===== src/rtl/toc_pkg.sv =====
package toc_pkg;
  localparam int NSRC = 4;

  localparam int SRC_WR_LOW  = 0;
  localparam int SRC_RD_HIGH = 1;
  localparam int SRC_WR_EMPT = 2;
  localparam int SRC_RD_FULL = 3;

  localparam logic [11:0] OFS_GLOBAL = 12'h01C;
  localparam logic [11:0] OFS_STATUS = 12'h020;
  localparam logic [11:0] OFS_ENABLE = 12'h028;

  localparam int GLOBAL_BIT = 31;

  // true while a level sits strictly under half of the FIFO size
  function automatic logic under_half(input int unsigned lvl, input int unsigned depth);
    return lvl < (depth / 2);
  endfunction

  // true while a level sits strictly over half of the FIFO size
  function automatic logic over_half(input int unsigned lvl, input int unsigned depth);
    return lvl > (depth / 2);
  endfunction
endpackage


===== src/rtl/toc_source_detect.sv =====
module toc_source_detect
  import toc_pkg::*;
#(
  parameter int WFIFO_DEPTH = 64,
  parameter int RFIFO_DEPTH = 128,
  parameter int WLVL_W      = $clog2(WFIFO_DEPTH + 1),
  parameter int RLVL_W      = $clog2(RFIFO_DEPTH + 1)
) (
  input  logic              clk,
  input  logic              rst_n,
  input  logic [WLVL_W-1:0] wr_fifo_level,
  input  logic [RLVL_W-1:0] rd_fifo_level,
  input  logic              wr_fifo_empty,
  input  logic              rd_fifo_full,
  output logic [NSRC-1:0]   set_vec
);
  localparam int NEDGE = 2;

  logic [NEDGE-1:0] flag_now;
  logic [NEDGE-1:0] flag_prev;
  logic [NEDGE-1:0] flag_rise;

  assign flag_now = {rd_fifo_full, wr_fifo_empty};

  always_ff @(posedge clk or negedge rst_n) begin
    if (!rst_n) flag_prev <= '0;
    else        flag_prev <= flag_now;
  end

  for (genvar e = 0; e < NEDGE; e++) begin : g_edge
    assign flag_rise[e] = flag_now[e] & ~flag_prev[e];
  end

  assign set_vec[SRC_WR_LOW]  = under_half(int'(wr_fifo_level), WFIFO_DEPTH);
  assign set_vec[SRC_RD_HIGH] = over_half(int'(rd_fifo_level), RFIFO_DEPTH);
  assign set_vec[SRC_WR_EMPT] = flag_rise[0];
  assign set_vec[SRC_RD_FULL] = flag_rise[1];

  // a flag that was already high last cycle produces no set pulse
  assert_edge_only_R3: assert property (@(posedge clk) disable iff (!rst_n)
    wr_fifo_empty |=> (wr_fifo_empty |-> !set_vec[SRC_WR_EMPT]));
  assert_edge_only_R4: assert property (@(posedge clk) disable iff (!rst_n)
    rd_fifo_full |=> (rd_fifo_full |-> !set_vec[SRC_RD_FULL]));
endmodule


===== src/rtl/toc_status_reg.sv =====
module toc_status_reg
  import toc_pkg::*;
(
  input  logic            clk,
  input  logic            rst_n,
  input  logic [NSRC-1:0] set_vec,
  input  logic            tog_en,
  input  logic [NSRC-1:0] tog_mask,
  output logic [NSRC-1:0] status
);
  logic [NSRC-1:0] tog_vec;
  logic [NSRC-1:0] status_nxt;

  assign tog_vec = tog_en ? tog_mask : '0;

  for (genvar i = 0; i < NSRC; i++) begin : g_bit
    // a hardware set overrides a simultaneous toggle
    assign status_nxt[i] = set_vec[i] | (status[i] ^ tog_vec[i]);
  end

  always_ff @(posedge clk or negedge rst_n) begin
    if (!rst_n) status <= '0;
    else        status <= status_nxt;
  end

  // any set pulse leaves its bit at 1 next cycle
  assert_set_wins_R6: assert property (@(posedge clk) disable iff (!rst_n)
    (set_vec != '0) |=> ((status & $past(set_vec)) == $past(set_vec)));
  // toggle inverts exactly the masked bits when no set is pending
  assert_toggle_R5: assert property (@(posedge clk) disable iff (!rst_n)
    (tog_en && set_vec == '0) |=> (status == ($past(status) ^ $past(tog_mask))));
  // with no write and no set the status holds
  assert_hold_R5: assert property (@(posedge clk) disable iff (!rst_n)
    (!tog_en && set_vec == '0) |=> $stable(status));
endmodule


===== src/rtl/toc_irq_ctrl.sv =====
module toc_irq_ctrl
  import toc_pkg::*;
#(
  parameter int WFIFO_DEPTH = 64,
  parameter int RFIFO_DEPTH = 128,
  parameter int ADDR_W      = 12,
  parameter int DATA_W      = 32,
  parameter int WLVL_W      = $clog2(WFIFO_DEPTH + 1),
  parameter int RLVL_W      = $clog2(RFIFO_DEPTH + 1)
) (
  input  logic              clk,
  input  logic              rst_n,
  input  logic [ADDR_W-1:0] reg_addr,
  input  logic              reg_wr,
  input  logic [DATA_W-1:0] reg_wdata,
  output logic [DATA_W-1:0] reg_rdata,
  input  logic [WLVL_W-1:0] wr_fifo_level,
  input  logic [RLVL_W-1:0] rd_fifo_level,
  input  logic              wr_fifo_empty,
  input  logic              rd_fifo_full,
  output logic              irq
);
  logic [NSRC-1:0] set_vec;
  logic [NSRC-1:0] status;
  logic [NSRC-1:0] enable_q;
  logic            gie_q;
  logic            hit_global, hit_status, hit_enable;
  logic            wr_global, wr_status, wr_enable;
  logic            irq_nxt;

  assign hit_global = (reg_addr == ADDR_W'(OFS_GLOBAL));
  assign hit_status = (reg_addr == ADDR_W'(OFS_STATUS));
  assign hit_enable = (reg_addr == ADDR_W'(OFS_ENABLE));
  assign wr_global  = reg_wr & hit_global;
  assign wr_status  = reg_wr & hit_status;
  assign wr_enable  = reg_wr & hit_enable;

  toc_source_detect #(
    .WFIFO_DEPTH(WFIFO_DEPTH),
    .RFIFO_DEPTH(RFIFO_DEPTH),
    .WLVL_W     (WLVL_W),
    .RLVL_W     (RLVL_W)
  ) i_detect (
    .clk          (clk),
    .rst_n        (rst_n),
    .wr_fifo_level(wr_fifo_level),
    .rd_fifo_level(rd_fifo_level),
    .wr_fifo_empty(wr_fifo_empty),
    .rd_fifo_full (rd_fifo_full),
    .set_vec      (set_vec)
  );

  toc_status_reg i_status (
    .clk     (clk),
    .rst_n   (rst_n),
    .set_vec (set_vec),
    .tog_en  (wr_status),
    .tog_mask(reg_wdata[NSRC-1:0]),
    .status  (status)
  );

  always_ff @(posedge clk or negedge rst_n) begin
    if (!rst_n) begin
      enable_q <= '0;
      gie_q    <= 1'b0;
    end else begin
      if (wr_enable) enable_q <= reg_wdata[NSRC-1:0];
      if (wr_global) gie_q    <= reg_wdata[GLOBAL_BIT];
    end
  end

  assign irq_nxt = gie_q & (|(status & enable_q));

  always_ff @(posedge clk or negedge rst_n) begin
    if (!rst_n) irq <= 1'b0;
    else        irq <= irq_nxt;
  end

  always_comb begin
    reg_rdata = '0;
    if (hit_global)      reg_rdata[GLOBAL_BIT] = gie_q;
    else if (hit_status) reg_rdata[NSRC-1:0]   = status;
    else if (hit_enable) reg_rdata[NSRC-1:0]   = enable_q;
  end

  // a cleared global enable keeps the line low next cycle
  assert_gie_gate_R8: assert property (@(posedge clk) disable iff (!rst_n)
    !gie_q |=> !irq);
  // an enabled pending source drives the line next cycle
  assert_irq_follow_R9: assert property (@(posedge clk) disable iff (!rst_n)
    (gie_q && (status & enable_q) != '0) |=> irq);
  // unmapped offsets read as zero
  assert_unmapped_zero_R11: assert property (@(posedge clk) disable iff (!rst_n)
    (!hit_global && !hit_status && !hit_enable) |-> (reg_rdata == '0));
endmodule


===== config.mk =====
export PLATFORM = sky130hd
export DESIGN_NAME = toc_irq_ctrl
export DESIGN_NICKNAME = d
export VERILOG_FILES = /design/src/rtl/toc_pkg.sv /design/src/rtl/toc_source_detect.sv /design/src/rtl/toc_status_reg.sv /design/src/rtl/toc_irq_ctrl.sv
export SDC_FILE = /design/constraint.sdc
export NUM_CORES = 1
export LEC_CHECK = 0
export BUFFER_PORTS_ARGS = -buffer_cell sky130_fd_sc_hd__buf_2
export CAP_MARGIN = 15
export CORE_ASPECT_RATIO = 1.5
export CORE_MARGIN = 5
export CORE_UTILIZATION = 31
export DETAILED_ROUTE_END_ITERATION = 10
export MAX_ROUTING_LAYER = met4
export PLACE_DENSITY_LB_ADDON = 0.05
export SYNTH_ARGS = -nofsm -noshare
export SYNTH_HDL_FRONTEND = slang
export SYNTH_SLANG_ARGS = --single-unit
export TNS_END_PERCENT = 5

===== constraint.sdc =====
create_clock -name clk -period 0.8 [get_ports clk]
set_input_delay 0.04 -clock clk [delete_from_list [all_inputs] [get_ports clk]]
set_output_delay 0.04 -clock clk [all_outputs]
set_load 0.1 [all_outputs]

# --- After elaboration in Yosys (flattened, before gate mapping) ---
# Index checks and enable logic that the tools add are counted.
word_totals:
  register_bits: 12
  latch_bits: 0
  mem_bits_rw: 0
  rom_bits: 0
  in_bits: 64
  output_inout_bits: 33
  word_cells: 33
  n_memories: 0
op_classes:
  add_sub_neg: 0
  multipliers: 0
  div_mod_pow: 0
  n_lt_le_gt_ge: 2
  n_eq_ne: 3
  n_shift: 0
  muxes: 5
  bitwise_logic: 17
  reduce_logical: 1
op_table:
  columns: ["cell", "n"]
  rows:
  - ["$eq A12 B6 Y1 const B", 2]
  - ["$mux W4", 4]
  - ["$eq A12 B5 Y1 const B", 1]
  - ["$gt A8 B7 Y1 const B", 1]
  - ["$lt A7 B6 Y1 const B", 1]
  - ["$and A1 B1 Y1", 6]
  - ["$and A4 B4 Y4", 1]
  - ["$or A1 B1 Y1", 4]
  - ["$reduce_or A4 Y1", 1]
  - ["$xor A1 B1 Y1", 4]
  - ["$not A1 Y1", 2]
  - ["$mux W1", 1]

# --- Logic depth before layout (Yosys ltp) ---
# Gate-level depths: netlist (run 1).
logic_depth:
  depth_word: 5
  ltp_mapped: 5
  ltp_nobuf: 4

# --- Modules after synthesis ---
# From an unflattened synthesis (run 1), not the netlist that was laid out.
hier_totals:
  hier_cells: 86
  area_unflattened_um2: 884.6
modules_own_cells:
  columns: ["module", "instances", "cells_each", "area_each_um2", "seq_area_each_um2"]
  rows:
  - ["toc_irq_ctrl", 1, 61, 616.8, 150.1]
  - ["toc_status_reg", 1, 16, 175.2, 100.1]
  - ["toc_source_detect", 1, 9, 92.6, 50.0]

# --- Least setup slack after synthesis (run 1) ---
# OpenSTA, ideal clock, no wires.
synth_path:
  path_type: "in2out"
  start: "in reg_addr[1]"
  end: "out reg_rdata[0]"
  arrival_ns: 1.917
  required_time_ns: 0.760
  slack_ns: -1.157
  cell_stages: 4
  n_path_buf: 1
  path_cell_list: "nor4_4 nand4_2 buf_6 nor2_1"
synth_via:
  elab_chain_cells: 4
  elab_cells_between_ends: 6
  classes_between: "eq/ne: 3; mux: 3"
synth_rtl:
  columns: ["item", "line", "text"]
  rows:
  - ["from (decl)", "toc_irq_ctrl.sv:13", "input logic [ADDR_W-1:0] reg_addr,"]
  - ["$eq A12 B6 Y1", "toc_irq_ctrl.sv:33", "assign hit_enable = (reg_addr == ADDR_W'(OFS_ENABLE));"]
  - ["$mux W4", "toc_irq_ctrl.sv:83", "else if (hit_enable) reg_rdata[NSRC-1:0] = enable_q;"]
  - ["$mux W4", "toc_irq_ctrl.sv:82", "else if (hit_status) reg_rdata[NSRC-1:0] = status;"]
  - ["$mux W4 *", "toc_irq_ctrl.sv:81", "if (hit_global) reg_rdata[GLOBAL_BIT] = gie_q;"]
  - ["to (decl)", "toc_irq_ctrl.sv:16", "output logic [DATA_W-1:0] reg_rdata,"]
# Mark *: on every way between the ends. The rest lies on a longest branch, timed or not.

# --- Worst setup path in the final report (run 1) ---
layout_path:
  start: "in reg_addr[0]"
  end: "reg i_status.status[2]"
layout_via:
  elab_chain_cells: 5
layout_rtl:
  columns: ["item", "line", "text"]
  rows:
  - ["$eq A12 B6 Y1", "toc_irq_ctrl.sv:32", "assign hit_status = (reg_addr == ADDR_W'(OFS_STATUS));"]
  - ["$and A1 B1 Y1", "toc_irq_ctrl.sv:35", "assign wr_status = reg_wr & hit_status;"]
  - ["$mux W4", "toc_status_reg.sv:14", "assign tog_vec = tog_en ? tog_mask : '0;"]
  - ["$xor A1 B1 Y1", "toc_status_reg.sv:18", "assign status_nxt[i] = set_vec[i] | (status[i] ^ tog_vec[i]);"]
  - ["$or A1 B1 Y1", "toc_status_reg.sv:18", null]
  - ["named net i_status.status_nxt[2]", "toc_status_reg.sv:12", "logic [NSRC-1:0] status_nxt;"]
  - ["to (signal assigned)", "toc_status_reg.sv:23", "else status <= status_nxt;"]
  - ["to (decl)", "toc_status_reg.sv:9", "output logic [NSRC-1:0] status"]
# The timed path passes the listed nets, and every way through them passes these cells.
# A chain may end at the register's enable or synchronous reset.

==> metrics, run 1 <==
total power around 2 mW; Syn Inst Count 94; CTS H-tree depth 1; Synth top area share 0.333; Area Overhead vs Synth 55.3%; Die W around 54 µm; fin crit share 1.52; Vias slightly below 800; MaxCap Viol Count 0; FMAX 820 MHz; post-synth top area cell dfrtp_1; Crit Reg-Reg Startpoint i_status.status[0]; routability congestion estimate about 0.74; worst r2r path cells 2; number of detailed-routing iterations run before antenna repair 2; status complete, but fails checks; # setup viols final 16; VDD IR max 0.888 mV; clk sinks 12; Non-Filler Instances 189; Pwr Density 1470 mW/mm²; violations in the final reports setup timing; CP max FO 6; Rows 24; number of vias per cell about 4.2; first-pass GRT wire length ~3400 µm; DRC Markers 0; CTS buffer count 3; synth top area cells dfrtp_1 (33%), buf_4 (23%), mux2_2 (6.3%); RSZ-0062 raised after global routing true; Seq pwr share 0.299; Clk pwr share 0.323; Starting Density 0.316; Worst Path Required between 900 and 1000 ps; n_diodes 0; cell internal pwr about 1.2 mW; clk_skew 0.949 ps; Post-DRT Antenna Nets 0; Placed Cells 180; wire length per cell about 12 µm; yosys warns 0; core area 0.00285 mm²; port buffer count 37; R2R setup slack -170 ps; CP endpoint kind flip-flop; nets@finish about 220; layout cells sized above 1 0.487; total track usage 0.112; final-report hold violation count 0; CTS tree built; grt total ovfl 0; mapped cell area 901 µm²; Worst R2R End i_status.status[0]; DP HPWL 1850 µm; Total Wirelength between 2000 and 2500 µm; final setup margin -419 ps; hold endpoint i_status.status[1]; syn_area_per_cell about 9.6 µm²; root buffer cell clkbuf_8; clock latency on the worst-skew pair 240 ps; sequential share of the synthesized area 0.333; initial antenna violation count 0; Net Sw Power approximately 0.9 mW; initial drt markers 26; pin count of the biggest net entering global routing 13; Startpoint Class input port; Net Sw Frac 0.429; Fillers between 200 and 300; Seq cells post-synth 12; Hold/Removal Path Class input port to flip-flop; Hold Crit Start rd_fifo_level[7]; CTS Buffer Depth 2; CP Class input port to flip-flop; static leakage ~0.66 nW; clock-pin slew on the worst setup and hold paths ~50 ps; vias in the first global route about 800; WP data arrival 1350 ps; Hold Path Cell Cnt 3; die area between 0.004 and 0.005 mm²; Final Max Tran Viols 0; Synth cell types 26; I/O pin total a little under 100; minimum clock period ~1200 ps; chip height about 76 µm; Combinational Power Share 0.378
[routing by layer]
metal  part of all wire  up-vias  GRT usage
met5                  0        -          -
met4              0.021        0     0.0599
met3               0.11        5     0.0176
met2               0.55       37      0.209
met1               0.33      365     0.0994
li1                   -      387          -
[timing repair]
action,CTS,global route
pin swaps,5,3
buffers inserted,2,0
hold buffers,3,0
endpoints found under the setup margin,16,16
hold endpoints to repair,14,0
resized for setup,12,2
gates cloned,0,0
[power groups by stage]
stage / logic [mW] / registers (mW) / clock network (mW)
floorplan: 0.705 / 0.626 / 0
global placement: 0.742 / 0.626 / 0
detailed placement: 0.744 / 0.626 / 0
CTS: 0.776 / 0.616 / 0.690
global route: 0.808 / 0.616 / 0.707
finish: 0.777 / 0.616 / 0.663
[worst max-delay path, cell delays in order]
cell and delay, ps:
buf_6 90, nor4_4 360, nand4_4 190, buf_6 150, o31a_1 280, a211o_1 220
[Yosys cell counts (all sizes together)]
| library cell | number |
|---|---|
| and2 | 1 |
| o21ai | 1 |
| nor4 | 7 |
| dfrtp | 12 |
| mux2i | 4 |
| nand3 | 3 |
| nand4 | 2 |
| nand2 | 2 |
| clkbuf | 1 |
| nand2b | 1 |
| and4 | 1 |
| o31a | 3 |
| a22oi | 2 |
| a21oi | 1 |
| inv | 5 |
| or3 | 2 |
| buf | 28 |
| a21boi | 1 |
| a211o | 2 |
| nor2 | 8 |
| nand3b | 1 |
| conb | 1 |
| mux2 | 5 |
[cell usage in the layout (no fill, tap or decap), types with 4 or more instances in the layout]
master and n:
buf_12 6, buf_2 27, buf_4 12, buf_6 7, clkbuf_8 4, conb_1 27
dfrtp_1 12, inv_1 5, mux2i_1 4, nor2_4 4, nor4_1 5
[how the worst max path moves through the flow]
stage | endpoint | startpoint | cells past startpoint | slack [ps]
floorplan | i_status.status[2] | reg_addr[7] | 5 | -450
global placement | i_status.status[0] | reg_addr[7] | 5 | -610
detailed placement | i_status.status[0] | reg_addr[7] | 5 | -650
CTS | reg_rdata[2] | reg_addr[1] | 6 | -420
global route | reg_rdata[3] | reg_addr[0] | 6 | -470
finish | i_status.status[2] | reg_addr[0] | 6 | -420
[kinds of logic after synthesis]
family / after synthesis / synth area share
multiplexers: 9 / 0.107
AND/OR/NAND/NOR: 28 / 0.208
flip-flops: 12 / 0.333
buffers and inverters: 34 / 0.262
AO/OA/AOI/OAI: 10 / 0.0847
other: 1 / 0.00416
[sequential cells by signal (all words and copies together) (netlist names)]
| name | cells |
|---|---|
| enable_q | 4 |
| i_status.status | 4 |
| i_detect.flag_prev | 2 |
| irq | 1 |
| gie_q | 1 |
[stage by stage]
step / worst slack (ps) / util / hold WS [ps] / setup TNS (ps) / area, µm²
2_1_floorplan: -454 / - / -256 / -5120 / 1030
5_1_grt: -469 / 0.490 / 30.8 / -5640 / 1400
6_report: -419 / 0.490 / 18.7 / -4890 / 1400
4_1_cts: -419 / 0.488 / 17.8 / -4980 / 1390
3_5_place_dp: -648 / 0.432 / -60.8 / -7030 / 1230
3_3_place_gp: -606 / 0.432 / -58.4 / -6930 / 1230
[area by class of cell]
cell class	instances	area [µm²]	share of cell area
Multi-Input combinational cell	74	522	0.373
Timing Repair Buffer	55	454	0.325
Sequential cell	12	300	0.215
Clock buffer	4	55.1	0.0394
Tap cell	39	48.8	0.0349
Inverter	5	18.8	0.0134
(Power assumes the default switching activity.)
==> run 2: changes to the inputs <==
SYNTH_HIERARCHICAL = 1   (was unset)
==> run 2 against run 1 <==
  * The flow still finishes with violations (setup timing)
  * Register-to-register slack lost 20 ps
  * Power shrank 5.9%
  * Global-route usage grew 0.29 points
  * Largest cell class unchanged
==> metrics, run 2 <==
Pwr Density 1370 mW/mm² (-6.6%); Area Overhead vs Synth 59.4%; clk sinks 12 (unchanged); Post-DRT Antenna Nets 0 (unchanged); layout cells sized above 1 0.542 (+0.0550); Most used DFF post-synth dfrtp_1; first-pass GRT wire length 3310 µm (-1.4%); CTS buffer count 3 (unchanged); chip height 75.4 µm (-0.79%); leading cell types in the layout, fill and taps excluded conb_1 (27), buf_2 (27), buf_4 (15); # setup viols final 16 (unchanged); CP endpoint kind output port; yosys warns 6 (+6); Syn Inst Count 86 (-8.5%); Synth top area share 0.339 (+0.00613); wire length per cell 12.0 µm (+2.8%); post-synthesis xor/xnor area fraction 0 (unchanged); core area 0.00271 mm² (-5.2%); Placed Cells 168 (-6.7%); final-report hold violation count 0 (unchanged); Non-Filler Instances 181 (-4.2%); post-synth top area cell dfrtp_1; Largest regs enable_q: 4 flops, i_status/status: 4 flops, i_detect/flag_prev: 2 flops; DP HPWL 1780 µm (-3.6%); synth top area cells dfrtp_1 (34%), buf_4 (23%), mux2_4 (6.8%); total power 1.94 mW (-5.9%); clock latency on the worst-skew pair 230 ps (about the same); pin count of the biggest net entering global routing 13 (unchanged); Starting Density 0.327 (+0.0112); Seq cells post-synth 12 (unchanged); Crit Reg-Reg Startpoint i_status/status[2]; Synth Area in Simple Gates 0.208 (-0.000413); Vias 754 (-5.0%); hold endpoint gie_q; root buffer cell clkbuf_8; minimum clock period 1130 ps (-89.1 ps); MaxCap Viol Count 0 (unchanged); violations in the final reports setup timing; number of vias per cell 4.17 (-0.84%); CTS tree built; port buffer count 37 (unchanged); adder-cell share of the synthesized area 0 (unchanged); number of detailed-routing iterations run before antenna repair 4 (+2); vias in the first global route 719 (-9.7%); Final Max Tran Viols 0 (unchanged); EDFF count, synth 0 (unchanged); grt total ovfl 0 (unchanged); final design utilization 0.521 (+0.0309); critical path depth 3 (-3); initial antenna violation count 0 (unchanged); multiplexer area fraction after synthesis 0.126 (+0.0189); Net Sw Frac 0.444 (+0.0147); Clk pwr share 0.281 (-0.042); CP bufs+invs 1 (-1); Net Sw Power 0.860 mW (-2.7%); DRC Markers 0 (unchanged); clk_skew 0.475 ps (-0.474 ps); CTS H-tree depth 1 (unchanged); Worst R2R End irq; count leader, synth buf_4; routability congestion estimate 0.689 (-6.7%); synth cell count leaders buf_4 (27), dfrtp_1 (12), nor2_1 (6), a21oi_1 (5); Startpoint Class flip-flop; Die W 53.6 µm (-0.74%); nets@finish 210 (-2.3%); R2R setup slack -190 ps (-20 ps); static leakage 0.697 nW (+5.0%); clock-pin slew on the worst setup and hold paths 50 ps (about the same); initial drt markers 2 (-92%); sequential share of the synthesized area 0.339 (+0.00613); syn_area_per_cell 10.3 µm² (+7.3%); Hold Path Cell Cnt 2 (-1); fin crit share 1.41 (-0.111); Total Wirelength 2180 µm (-1.5%); final setup margin -330 ps (+89.1 ps); total track usage 0.115 (+0.00286); Combinational Power Share 0.400 (+0.022); Worst Path Required 760 ps (-170 ps); FMAX 885 MHz (+7.9%); RSZ-0062 raised after global routing true; CP delay by family, top flip-flops; Rows 23 (-4.2%); VDD IR max 0.906 mV (+2.0%); Hold/Removal Path Class input port to flip-flop; worst r2r path cells 3 (+1); post-synthesis compound-gate area fraction 0.0877 (+0.00297); CP Class flip-flop to output port; die area 0.00404 mm² (-1.5%); I/O pin total 97 (unchanged); FFs w/ async S/R, synth 1.00 (unchanged); n_diodes 0 (unchanged); CTS Buffer Depth 2 (unchanged); status complete, but fails checks; cell internal pwr 1.08 mW (-8.3%); Seq pwr share 0.319 (+0.020); Hold Crit Start reg_wdata[31]; CP max FO 3 (-3); CP Cell Sequence mux2i_2, nor2_4, buf_12; mapped cell area 885 µm² (-1.8%); Synth cell types 24 (-7.7%); largest family of logic cells by synthesized area buffers and inverters; WP data arrival 1090 ps (-260 ps); Hold Slack 40.1 ps (+21.4 ps); slowest CP cell dfrtp_1; CP peak stage delay 400 ps (+40 ps)
[run 2: changes by cell type in the layout (fill, tap and decap cells not counted), moves of 4 or more]
cell      change
nor4_1        -5
mux2i_1       -4
a21oi_1       +4
and3_1        +4
inv_1         -5
o21bai_1      +4
mux2i_2       +4
[run 2: area by class of cell]
cell class	count	area, µm²
clock buffer	3	41.3
fill	276	1290
multi-input combinational	72	553
sequential	12	300
tap	37	46.3
timing repair buffer	57	469
[run 2: metrics by stage]
stage / TNS (ps) / area, µm² / worst slack, ps
final: -4300 / 1410 / -330
after global routing: -5210 / 1410 / -385
after CTS: -4600 / 1370 / -355
after detailed placement: -7000 / 1230 / -593
after global placement: -6930 / 1230 / -578
after floorplan: -5210 / 1040 / -446
[run 2: what timing repair did]
action                                  in CTS  in global routing
buffers inserted                             2                  5
hold endpoints to repair                    14                  0
endpoints found under the setup margin      16                 16
pin swaps                                    9                  4
hold buffers                                 3                  0
resized for setup                           12                  1
[run 2: cells by family (layout without fill, tap and decap cells)]
family	Yosys count	count (layout)
buffers and inverters	28	60
AND/OR/NAND/NOR	24	24
AO/OA/AOI/OAI	12	12
flip-flops	12	12
multiplexers	9	9
other	1	27
[run 2: power by group through the flow]
stage	logic [mW]	clock network (mW)	registers [mW]
final	0.774	0.545	0.617
after global routing	0.803	0.581	0.617
after CTS	0.771	0.550	0.617
after detailed placement	0.736	0	0.627
after floorplan	0.708	0	0.626
after global placement	0.733	0	0.626
[run 2: worst max path at each step]
stage | start | to
floorplan | reg_addr[10] | i_status/status[2]
global placement | reg_addr[10] | i_status/status[0]
detailed placement | reg_addr[10] | i_status/status[0]
CTS | reg_addr[1] | reg_rdata[0]
global route | enable_q[2] | reg_rdata[2]
finish | enable_q[2] | reg_rdata[2]
[run 2: routing by layer]
metal / global-route usage / wire, µm / vias to the layer above / part of all wire
li1: - / - / 366 / -
met1: 0.117 / 814 / 348 / 0.37
met4: 0.0426 / 14 / 0 / 0.0064
met2: 0.214 / 1150 / 38 / 0.53
met5: - / 0 / - / 0
met3: 0.0196 / 202 / 2 / 0.093
==> run 3: changes to the inputs <==
RECOVER_POWER = 25   (was unset)
==> run 3 against run 2 <==
  * The run still ends with setup timing left
  * Die area unchanged
  * Register-to-register slack is essentially flat
  * Largest cell class unchanged
  * Power is the same
  * Worst hold slack unchanged
==> metrics, run 3 (synthesis results as in run 2) <==
CP Class flip-flop to output port; CTS Buffer Depth 2 (unchanged); core area 0.00271 mm² (unchanged); Pwr Density 1370 mW/mm² (unchanged); nets@finish 210 (unchanged); total power 1.94 mW (unchanged); routability congestion estimate 0.689 (unchanged); total track usage 0.115 (unchanged); violations in the final reports setup timing; Fillers 276 (unchanged); minimum clock period 1130 ps (+0.00800 ps); Vias 754 (unchanged); status complete, but fails checks; vias in the first global route 719 (unchanged); Worst Path Required 760 ps (about the same); port buffer count 37 (unchanged); WP data arrival 1090 ps (about the same); number of detailed-routing iterations run before antenna repair 4 (unchanged); Die W 53.6 µm (unchanged); leading cell types in the layout, fill and taps excluded conb_1 (27), buf_2 (26), buf_4 (15); Post-DRT Antenna Nets 0 (unchanged); Startpoint Class flip-flop; VDD IR max 0.906 mV (about the same); setup TNS -4300 ps (+0.0200 ps); fin crit share 1.41 (about the same); clk_skew 0.475 ps (unchanged); CP max FO 3 (unchanged); final design utilization 0.521 (unchanged); RSZ-0062 raised after global routing true; I/O pin total 97 (unchanged); CTS H-tree depth 1 (unchanged); Hold Slack 40.1 ps (unchanged); wire length per cell 12.0 µm (about the same); commonest non-fill, non-tap cell in the layout conb_1; MaxCap Viol Count 0 (unchanged); layout cells sized above 1 0.542 (unchanged); initial drt markers 2 (unchanged); static leakage 0.697 nW (about the same); Total Wirelength 2180 µm (about the same); final setup margin -330 ps (-0.00800 ps); chip height 75.4 µm (unchanged); # setup viols final 16 (unchanged); CTS buffer count 3 (unchanged); clock-pin slew on the worst setup and hold paths 50 ps (about the same); Placed Cells 168 (unchanged); CP endpoint kind output port; Non-Filler Instances 181 (unchanged); Starting Density 0.327 (unchanged); Largest regs enable_q: 4 flops, i_status/status: 4 flops, i_detect/flag_prev: 2 flops; Hold/Removal Path Class input port to flip-flop; CTS tree built; CP peak stage delay 400 ps (about the same); Area Overhead vs Synth 59.4% (unchanged); slowest CP cell dfrtp_1; CP Cell Sequence mux2i_2, nor2_4, buf_12; FMAX 885 MHz (about the same); Final Max Tran Viols 0 (unchanged); final-report hold violation count 0 (unchanged); number of vias per cell 4.17 (unchanged); DP HPWL 1780 µm (unchanged); grt total ovfl 0 (unchanged); n_diodes 0 (unchanged); DRC Markers 0 (unchanged); clock latency on the worst-skew pair 230 ps (about the same); clk sinks 12 (unchanged); Rows 23 (unchanged); die area 0.00404 mm² (unchanged); first-pass GRT wire length 3310 µm (unchanged); pin count of the biggest net entering global routing 13 (unchanged); initial antenna violation count 0 (unchanged); root buffer cell clkbuf_8
run 3: final cells by class:
class	count	area [µm²]	area share
clock buffer	3	41.3	0.0293
sequential	12	300	0.213
timing repair buffer	57	469	0.333
multi-input combinational	72	553	0.392
tap	37	46.3	0.0328
run 3: path summary, 6_finish.rpt:
path / start / cells after the start / end / slack (ps)
setup / recovery: enable_q[2] / 3 / reg_rdata[2] / -330
hold / removal: reg_wdata[31] / 2 / gie_q / 40
setup reg to reg: i_status/status[2] / 3 / irq / -190
hold reg to reg: gie_q / 1 / gie_q / 550
max in group asynchronous: rst_n / 2 / irq / 330
min in group asynchronous: rst_n / 2 / i_detect/flag_prev[0] / 230
run 3: stage by stage:
stage / worst slack [ps] / cell area, µm²
after global routing: -385 / 1410
after detailed placement: -593 / 1230
after CTS: -355 / 1370
final: -330 / 1410
after global placement: -578 / 1230
after floorplan: -446 / 1040
run 3: layer usage:
metal,share of wire,GRT usage,vias to the layer above
li1,-,-,366
met1,0.37,0.117,348
met2,0.53,0.214,38
met3,0.093,0.0196,2
met4,0.0064,0.0426,0
met5,0,-,-
run 3: repair_timing:
action / 4_1_cts / 5_1_grt
buffers inserted: 2 / 5
gates resized for setup: 12 / 1
setup endpoints to repair: 16 / 16
hold buffers: 3 / 0
pin swaps: 9 / 4
hold endpoints to repair: 14 / 0
run 3: power breakdown:
part           leakage (nW)  internal, mW  switching (mW)
registers             0.142         0.614         0.00280
clock network        0.0216         0.331           0.213
logic                 0.534         0.131           0.644
run 3: worst max-delay path: cells and delay by family (launching register included):
family | cells | cell delay (ps)
buffers and inverters | 1 | 160
DFF | 1 | 400
muxes | 1 | 210
and+or+nand+nor | 1 | 70
